$ cat config.mk
export PLATFORM = sky130hd
export DESIGN_NAME = pwm_timebase
export DESIGN_NICKNAME = d
export VERILOG_FILES = /design/src/rtl/tbc_pkg.sv /design/src/rtl/tbc_prescaler.sv /design/src/rtl/tbc_period.sv /design/src/rtl/tbc_counter.sv /design/src/rtl/pwm_timebase.sv
export SDC_FILE = /design/constraint.sdc
export NUM_CORES = 1
export LEC_CHECK = 0
export CAP_MARGIN = 25
export CORE_MARGIN = 1
export CORE_UTILIZATION = 30
export DETAILED_ROUTE_END_ITERATION = 8
export SLEW_MARGIN = 30
export SYNTH_ARGS = -nofsm -noshare
export SYNTH_HDL_FRONTEND = slang
export SYNTH_SLANG_ARGS = --single-unit
$ cat constraint.sdc
create_clock -name clk -period 4 [get_ports clk]
set_input_delay 0.8 -clock clk [delete_from_list [all_inputs] [get_ports clk]]
set_output_delay 0.8 -clock clk [all_outputs]
set_load 0.01 [all_outputs]
$ cat src/rtl/tbc_pkg.sv
// Shared definitions for the PWM time-base: control word layout and the
// encodings of the count and run fields.
package tbc_pkg;

    localparam int CTRL_W   = 16;
    localparam int MODE_LSB = 0;
    localparam int LOAD_BIT = 3;
    localparam int HS_LSB   = 7;
    localparam int CK_LSB   = 10;
    localparam int RUN_LSB  = 14;
    localparam int SEL_W    = 3;

    typedef enum logic [1:0] {
        CM_UP    = 2'b00,
        CM_DOWN  = 2'b01,
        CM_UPDN  = 2'b10,
        CM_HOLD  = 2'b11
    } cnt_mode_e;

    typedef enum logic [1:0] {
        RUN_HALT   = 2'b00,
        RUN_FINISH = 2'b01,
        RUN_FREE_A = 2'b10,
        RUN_FREE_B = 2'b11
    } run_mode_e;

    localparam logic [CTRL_W-1:0] CTRL_RESET = 16'h0003;

endpackage

$ cat src/rtl/tbc_prescaler.sv
// Two-stage clock-enable prescaler.
// Produces a one-cycle tick every D cycles with D = H * 2^K, where H is 1 for
// a zero high-speed code and twice the code otherwise, and K is the second
// stage code. Assumes the codes may change at any time; a compare with >=
// keeps a shrinking divider from stretching the current interval.
module tbc_prescaler #(
    parameter int HS_W = 3,
    parameter int CK_W = 3
) (
    input  logic            clk,
    input  logic            rst_n,
    input  logic [HS_W-1:0] hs_sel,
    input  logic [CK_W-1:0] ck_sel,
    output logic            tick
);
    localparam int HS_DIV_W = HS_W + 1;
    localparam int DIV_W    = HS_DIV_W + (1 << CK_W) - 1;

    logic [HS_DIV_W-1:0] hs_div;
    logic [DIV_W-1:0]    total;
    logic [DIV_W-1:0]    limit;
    logic [DIV_W-1:0]    acc;

    // Decode the two divider codes into the terminal count.
    always_comb begin
        if (hs_sel == '0) begin
            hs_div = HS_DIV_W'(1);
        end else begin
            hs_div = {hs_sel, 1'b0};
        end
        total = DIV_W'(hs_div) << ck_sel;
        limit = total - DIV_W'(1);
        tick  = (acc >= limit);
    end

    // Count clock cycles between ticks.
    always_ff @(posedge clk) begin
        if (!rst_n) begin
            acc <= '0;
        end else if (tick) begin
            acc <= '0;
        end else begin
            acc <= acc + DIV_W'(1);
        end
    end
endmodule

$ cat src/rtl/tbc_period.sv
// Period register pair: a shadow copy that takes every write and the active
// copy that the counter compares against. Assumes reload is a one-cycle pulse
// raised on the edge where a counter step lands on zero.
module tbc_period #(
    parameter int W = 16
) (
    input  logic         clk,
    input  logic         rst_n,
    input  logic         wr_en,
    input  logic [W-1:0] wr_data,
    input  logic         imm_mode,
    input  logic         reload,
    output logic [W-1:0] active
);
    logic [W-1:0] shadow;

    // Capture writes into the shadow copy.
    always_ff @(posedge clk) begin
        if (!rst_n) begin
            shadow <= '0;
        end else if (wr_en) begin
            shadow <= wr_data;
        end
    end

    // Update the active copy: immediate write first, else zero-crossing reload.
    always_ff @(posedge clk) begin
        if (!rst_n) begin
            active <= '0;
        end else if (wr_en && imm_mode) begin
            active <= wr_data;
        end else if (reload) begin
            active <= shadow;
        end
    end
endmodule

$ cat src/rtl/tbc_counter.sv
// Time-base counter with up, down, up-down and hold modes and three run
// behaviours. Advances only on a prescaler tick. Raises one-cycle strobes
// when a step lands on zero or on the period. Assumes mode, run and period
// are registered upstream.
module tbc_counter
    import tbc_pkg::*;
#(
    parameter int W = 16
) (
    input  logic         clk,
    input  logic         rst_n,
    input  logic         tick,
    input  cnt_mode_e    mode,
    input  run_mode_e    run,
    input  logic [W-1:0] prd,
    output logic [W-1:0] count,
    output logic         dir_down,
    output logic         zero_evt,
    output logic         prd_evt,
    output logic         step,
    output logic         land_zero
);
    logic [W-1:0] nxt;
    logic         nxt_dir;
    logic         run_ok;

    // Decide whether this tick moves the counter.
    always_comb begin
        run_ok = (run == RUN_FREE_A) || (run == RUN_FREE_B) ||
                 ((run == RUN_FINISH) && (count != '0));
        step   = tick && run_ok && (mode != CM_HOLD);
    end

    // Next count and direction for each mode.
    always_comb begin
        nxt     = count;
        nxt_dir = dir_down;
        unique case (mode)
            CM_UP: begin
                nxt     = (count >= prd) ? '0 : count + W'(1);
                nxt_dir = 1'b0;
            end
            CM_DOWN: begin
                nxt     = (count == '0) ? prd : count - W'(1);
                nxt_dir = 1'b1;
            end
            CM_UPDN: begin
                if (!dir_down) begin
                    if (count < prd) begin
                        nxt     = count + W'(1);
                        nxt_dir = 1'b0;
                    end else begin
                        nxt     = (count == '0) ? '0 : count - W'(1);
                        nxt_dir = 1'b1;
                    end
                end else begin
                    if (count != '0) begin
                        nxt     = count - W'(1);
                        nxt_dir = 1'b1;
                    end else begin
                        nxt     = (prd == '0) ? '0 : W'(1);
                        nxt_dir = 1'b0;
                    end
                end
            end
            default: begin
                nxt     = count;
                nxt_dir = dir_down;
            end
        endcase
        land_zero = step && (nxt == '0);
    end

    // Register the count, direction and event strobes.
    always_ff @(posedge clk) begin
        if (!rst_n) begin
            count    <= '0;
            dir_down <= 1'b0;
            zero_evt <= 1'b0;
            prd_evt  <= 1'b0;
        end else begin
            zero_evt <= land_zero;
            prd_evt  <= step && (nxt == prd);
            if (step) begin
                count    <= nxt;
                dir_down <= nxt_dir;
            end
        end
    end
endmodule

$ cat src/rtl/pwm_timebase.sv
// PWM time-base top: holds the control word, and ties the prescaler, the
// period registers and the counter together. Assumes writes are single-cycle
// strobes from a bus adapter outside this block.
module pwm_timebase
    import tbc_pkg::*;
#(
    parameter int W = 16
) (
    input  logic         clk,
    input  logic         rst_n,
    input  logic         ctrl_wr,
    input  logic [15:0]  ctrl_wdata,
    input  logic         prd_wr,
    input  logic [W-1:0] prd_wdata,
    output logic [W-1:0] tb_count,
    output logic         tb_dir_down,
    output logic         tb_zero,
    output logic         tb_period
);
    logic [CTRL_W-1:0] ctrl_q;
    logic [W-1:0]      prd_active;
    logic              ps_tick;
    logic              cnt_step;
    logic              cnt_land_zero;
    cnt_mode_e         mode;
    run_mode_e         run;

    // Hold the control word.
    always_ff @(posedge clk) begin
        if (!rst_n) begin
            ctrl_q <= CTRL_RESET;
        end else if (ctrl_wr) begin
            ctrl_q <= ctrl_wdata;
        end
    end

    // Decode the mode fields.
    always_comb begin
        mode = cnt_mode_e'(ctrl_q[MODE_LSB +: 2]);
        run  = run_mode_e'(ctrl_q[RUN_LSB +: 2]);
    end

    tbc_prescaler #(
        .HS_W (SEL_W),
        .CK_W (SEL_W)
    ) i_prescaler (
        .clk    (clk),
        .rst_n  (rst_n),
        .hs_sel (ctrl_q[HS_LSB +: SEL_W]),
        .ck_sel (ctrl_q[CK_LSB +: SEL_W]),
        .tick   (ps_tick)
    );

    tbc_period #(
        .W (W)
    ) i_period (
        .clk      (clk),
        .rst_n    (rst_n),
        .wr_en    (prd_wr),
        .wr_data  (prd_wdata),
        .imm_mode (ctrl_q[LOAD_BIT]),
        .reload   (cnt_land_zero),
        .active   (prd_active)
    );

    tbc_counter #(
        .W (W)
    ) i_counter (
        .clk       (clk),
        .rst_n     (rst_n),
        .tick      (ps_tick),
        .mode      (mode),
        .run       (run),
        .prd       (prd_active),
        .count     (tb_count),
        .dir_down  (tb_dir_down),
        .zero_evt  (tb_zero),
        .prd_evt   (tb_period),
        .step      (cnt_step),
        .land_zero (cnt_land_zero)
    );
endmodule

# --- After elaboration in Yosys (flattened, before gate mapping) ---
# Index checks and enable logic that the tools add are counted.
# Widths: inputs -> output; s select.
word_totals:
  ff_bits: 78
  word_cells: 57
  out_inout_bits: 19
  input_bits: 36
op_classes:
  eq_ne: 7
  n_reduce_logical: 18
  n_bitwise: 1
  order_cmp: 3
  n_addsub: 4
  shift: 1
  muxes: 15
op_table:
  columns: ["op", "n"]
  rows:
  - ["$mux 16", 8]
  - ["$logic_not 16->1", 3]
  - ["$pmux 16 s3", 1]
  - ["$add 16x1->16 const B", 1]
  - ["$eq 16x16->1", 1]
  - ["$ge 16x16->1", 1]
  - ["$lt 16x16->1", 1]
  - ["$reduce_bool 16->1", 1]
  - ["$sub 16x1->16 const B", 1]
  - ["$add 11x1->11 const B", 1]
  - ["$ge 11x11->1", 1]
  - ["$shl 4x3->11", 1]
  - ["$sub 11x1->11 const B", 1]
  - ["$eq 2x2->1 const B", 3]
  - ["$logic_and 1x1->1", 6]
  - ["$eq 2x1->1 const B", 2]
  - ["$mux 1", 4]
  - ["$mux 4", 1]
  - ["$logic_not 3->1", 1]
  - ["$pmux 1 s3", 1]
  - ["$reduce_bool 3->1", 1]
  - ["$logic_not 2->1", 1]
  - ["$logic_or 1x1->1", 2]
  - ["$ne 2x2->1 const B", 1]
  - ["4 further kinds", 4]

# --- Longest topological paths before layout ---
logic_depth:
  depth_word: 10
  ltp_mapped: 23
  mapped_depth_nobuf: 20

# --- Modules after synthesis ---
# Synthesis repeated with hierarchy kept, for this count alone.
unflattened:
  hier_cells: 766
  area_unflattened_um2: 6233.5
by_module_without_submodules:
  columns: ["mod", "cells_each", "area_per_inst_um2", "n_inst", "seq_area_each_um2"]
  rows:
  - ["tbc_counter", 438, 3091.7, 1, 380.4]
  - ["tbc_period", 127, 1486.4, 1, 640.6]
  - ["tbc_prescaler", 166, 1246.2, 1, 220.2]
  - ["pwm_timebase", 35, 409.1, 1, 220.2]

# --- Least setup slack after synthesis ---
# Ideal clock, no wire load.
synth_path:
  path_kind: "reg2reg"
  startpoint: "reg ctrl_q[9]"
  endpoint: "reg i_period.active[10]"
  period_less_slack_ns: 4.197
  required_time_ns: 3.881
  path_slack_ns: -0.197
  stages_incl_launch_ff: 24
  arrival_ns: 4.078
  setup_ns: 0.119
  n_path_buf: 3
  cell_sequence: "dfxtp_1 -> clkbuf_1 -> nor3_1 -> mux2i_1 -> nor2_1 -> a31oi_1 -> nor2_1 -> nor2_1 -> nand2_1 -> nor3_1 -> o211ai_1 -> xnor2_1 -> ha_1 -> a211oi_1 -> nand2_1 -> a21oi_1 -> a21oi_1 -> nand3_1 -> or2_2 -> or4_4 -> buf_6 -> buf_8 -> o21ai_2 -> a21oi_1"
synth_via:
  elab_chain_cells: 9
synth_rtl:
  columns: ["element", "line_no", "source"]
  rows:
  - ["from (decl)", "pwm_timebase.sv:20", "logic [CTRL_W-1:0] ctrl_q;"]
  - ["from (signal assigned)", "pwm_timebase.sv:33", "ctrl_q <= ctrl_wdata;"]
  - ["$logic_not 3->1", "tbc_prescaler.sv:26", "if (hs_sel == '0) begin"]
  - ["$mux 4 *", "tbc_prescaler.sv:26", null]
  - ["$shl 4x3->11 *", "tbc_prescaler.sv:31", "total = DIV_W'(hs_div) << ck_sel;"]
  - ["$sub 11x1->11 *", "tbc_prescaler.sv:32", "limit = total - DIV_W'(1);"]
  - ["$ge 11x11->1 *", "tbc_prescaler.sv:33", "tick = (acc >= limit);"]
  - ["$logic_and 1x1->1 * (2 in a row)", "tbc_counter.sv:31", "step = tick && run_ok && (mode != CM_HOLD);"]
  - ["$logic_and 1x1->1 *", "tbc_counter.sv:71", "land_zero = step && (nxt == '0);"]
  - ["$reduce_bool 2->1 (no line) *", null, null]
  - ["to (signal assigned)", "tbc_period.sv:31", "active <= wr_data;"]
  - ["to (signal assigned)", "tbc_period.sv:33", "active <= shadow;"]
  - ["to (decl)", "tbc_period.sv:13", "output logic [W-1:0] active"]
# Mark *: on every way between the ends. The rest lies on a longest branch, timed or not.
# A chain may end at the register's enable or synchronous reset.

# --- Worst setup path after layout ---
layout_path:
  startpoint: "reg i_period.active[6]"
  endpoint: "reg i_period.active[2]"
layout_via:
  elab_chain_cells: 8
  elab_cells_between_ends: 13
  cone_classes: "order compare: 2; mux: 7; reduce/logical: 4"
layout_rtl:
  columns: ["element", "line_no", "source"]
  rows:
  - ["parallel branches: the longest is 4 deep, another holds $lt 16x16->1", null, null]
  - ["$pmux 16 s3 *", "tbc_counter.sv:38", "unique case (mode)"]
  - ["$logic_not 16->1 *", "tbc_counter.sv:71", null]
  - ["$logic_and 1x1->1 *", "tbc_counter.sv:71", null]
  - ["$reduce_bool 2->1 (no line) *", null, null]
# Mark *: on every way between the ends.

==> flow_summary.json <==
{
  "finalNetCount": 908,
  "finalPower_mw": 2.26,
  "fp.dieH_um": 140,
  "wl_per_cell_um": 16.5,
  "synth_mux_area_frac": 0.0528,
  "synth.avg_cell_area_um2": 7.81,
  "gr-usage-all-layers": 0.185,
  "io_buffer_count": 49,
  "rsz0062_at_grt": "yes",
  "min_period_ns": 3.84,
  "max_freq_mhz": 260,
  "netlist_area_um2": 5720,
  "clkSinkCount": 73,
  "multiInputGateArea_um2": 3930,
  "outcome": "finished clean",
  "grt_max_degree": 28,
  "drt-total-wl_um": 17700,
  "finalHoldViolations": 0,
  "tritoncts": "done",
  "r2r-start": "i_period.active[6]",
  "synth_xor_area_frac": 0.0567,
  "final_cell_mix": "92 x buf_4, 85 x nor2_1, 69 x dfxtp_1",
  "crit_fanout": 8,
  "clock_skew_ns": 0.00550,
  "num_antenna_cells": 0,
  "maxSlewHeadroom": 0.368,
  "ff_latch_area_um2": 1470,
  "min_to": "i_prescaler.acc[0]",
  "synth_edf_count": 0,
  "drv_cap": 0,
  "timing.final.max_slew_violations": 0,
  "crit_type": "reg2reg",
  "htreeDepth": 3,
  "drtIter0Drc": 578,
  "grt-ovfl-total": 0,
  "r2r_cells": 14,
  "top_level_ports": 55,
  "syn2layout_area_growth_pct": 30.2,
  "place.gp.congestion": 0.901,
  "drc": 0,
  "synth-compound-area-share": 0.253,
  "startpoint_type": "flip-flop",
  "drive_gt1_frac": 0.194,
  "initial_core_util": 0.306,
  "dr.pass1.iters": 5,
  "cts-root-buf": "clkbuf_16",
  "syn_nets": 803,
  "synth_top_family_by_area": "compound AO/OA/AOI/OAI gates",
  "cts_buffers": 9,
  "final.setup.worst_slack_ns": 0.155,
  "post-place-ws_ns": -0.175,
  "cts.reportedPaths.clkPinSlew_ns": 0.06,
  "tightest_slew_ns": 0.943,
  "peakVddDrop_mv": 0.231,
  "antenna_found_initial": 0,
  "rrSetupSlack_ns": 0.16,
  "worstPathArrival_ns": 4.07,
  "p_leak_nw": 2.96,
  "min_period_over_period": 0.961,
  "worstHoldStart": "i_prescaler.acc[0]",
  "reg2reg_to": "i_period.active[2]",
  "yosys_most_used_dff": "dfxtp_1",
  "mostFrequentLayoutCell": "buf_4",
  "ys_warn_count": 0,
  "synth-simple-area-share": 0.238,
  "worstSkewPairLatency_ns": 0.33,
  "seq_area_frac_synth": 0.256,
  "coreArea_um2": 18700,
  "end_kind": "flip-flop",
  "die_x_um": 140,
  "hold_class": "reg2reg",
  "ant_nets": 0,
  "ctsHoldBuffers": 0,
  "final_util": 0.398,
  "worstPathRequired_ns": 4.22,
  "grt_pass1_wl_um": 28800,
  "synth_cells": 732,
  "min_path_cells": 1,
  "fillers": 1855,
  "row_count": 50,
  "setup_viol": 0,
  "hpwl_um": 13500,
  "post_synth_num_cell_types": 81,
  "grt_pass1_vias": 5411,
  "ys_ff_latch": 73,
  "dieArea_um2": 19600,
  "viasPerCell": 5.40,
  "synthAdderAreaFrac": 0.0766,
  "cts_buffer_depth": 2,
  "synthArstFlopShare": 0,
  "power_density_nw_per_um2": 303,
  "via_count": 5812
}
-- cell families (layout without fill, tap and decap cells) --
| group | count (synthesis) | count (layout) |
|---|---|---|
| simple gates | 260 | 260 |
| mux | 30 | 30 |
| xor+xnor | 37 | 37 |
| buf+inv | 86 | 196 |
| flops | 73 | 73 |
| compound gates | 211 | 211 |
| fa+ha+maj | 35 | 35 |
-- worst max path at each step --
stage                  startpoint                   to  cells after the start
2_1_floorplan           ctrl_q[9]  i_period.active[10]                     23
3_3_place_gp            ctrl_q[8]  i_period.active[10]                     20
3_5_place_dp            ctrl_q[8]   i_period.active[0]                     20
4_1_cts                 ctrl_q[7]   i_period.active[0]                     20
5_1_grt                 ctrl_q[9]   i_period.active[5]                     21
6_report       i_period.active[6]   i_period.active[2]                     14
-- what timing repair did --
action,4_1_cts,5_1_grt
setup buffers,1,5
pin swaps,3,7
resized for setup,2,23
cloned,0,0
endpoints found under the setup margin,16,18
-- power by group --
part / switching (mW) / leakage (nW) / internal, mW
Combinational: 0.306 / 2.19 / 0.250
Clock: 0.311 / 0.164 / 0.610
Sequential: 0.0227 / 0.597 / 0.757
Total: 0.639 / 2.96 / 1.62
-- stage by stage --
| stage | hold slack, ns | instance area (um^2) | std cells | TNS [ns] |
|---|---|---|---|---|
| after floorplan | 0.441 | 5730 | 732 | 0 |
| after global placement | 0.471 | 6970 | 1054 | -3.01 |
| after detailed placement | 0.478 | 6970 | 1054 | -2.68 |
| after CTS | 0.492 | 7330 | 1071 | 0 |
| after global routing | 0.514 | 7440 | 1076 | -0.0653 |
| final | 0.489 | 7440 | 1076 | 0 |
-- critical path, stage by stage, from the launching register on --
cell and delay (ns):
dfxtp_1 0.37, inv_1 0.13, ha_1 0.35, nand4_1 0.20, o41ai_2 0.41, and2_1 0.24
or4_1 0.20, buf_4 0.16, o22ai_1 0.06, a211oi_1 0.42, o211ai_1 0.29, or4_4 0.53
buf_12 0.16, o21ai_1 0.14, a21oi_1 0.08
-- final cells by class --
type,count,area share
Timing Repair Buffer,147,0.173
Tap cell,234,0.0394
Sequential cell,73,0.197
Inverter,33,0.0166
Multi-Input combinational cell,573,0.529
Clock buffer,11,0.0313
Clock inverter,5,0.0140
-- metal layers --
| metal | up-vias | GRT usage | share of wire |
|---|---|---|---|
| met5 | - | 0 | 0 |
| met4 | 0 | 0.0532 | 0.012 |
| met3 | 19 | 0.0342 | 0.062 |
| met2 | 182 | 0.284 | 0.45 |
| met1 | 2711 | 0.262 | 0.48 |
| li1 | 2900 | - | - |
-- cell usage after synthesis (7+ instances only) --
cell type	number	area share
nand4_1	15	0.016
nor3_1	13	0.011
clkbuf_1	35	0.023
ha_1	35	0.077
xnor2_1	27	0.041
xor2_1	10	0.015
dfxtp_1	73	0.26
inv_1	32	0.021
nor4_1	11	0.012
nor2_1	85	0.056
or3_1	7	0.0077
a31oi_1	20	0.022
o211ai_1	10	0.013
o21ai_0	45	0.039
o21ai_2	9	0.014
a21oi_1	50	0.044
mux2i_1	29	0.051
nand2_1	51	0.033
nor2b_1	8	0.0088
nand3_1	22	0.019
a211oi_1	13	0.017
and2_1	7	0.0077
-- sequential cells by signal (all words and copies together), names as in the netlist --
name	cells
i_counter.dir_down	1
ctrl_q	11
i_period.active	16
i_prescaler.acc	11
i_counter.prd_evt	1
i_period.shadow	16
i_counter.zero_evt	1
i_counter.count	16
Note: power is estimated with default switching activity, not from simulation.
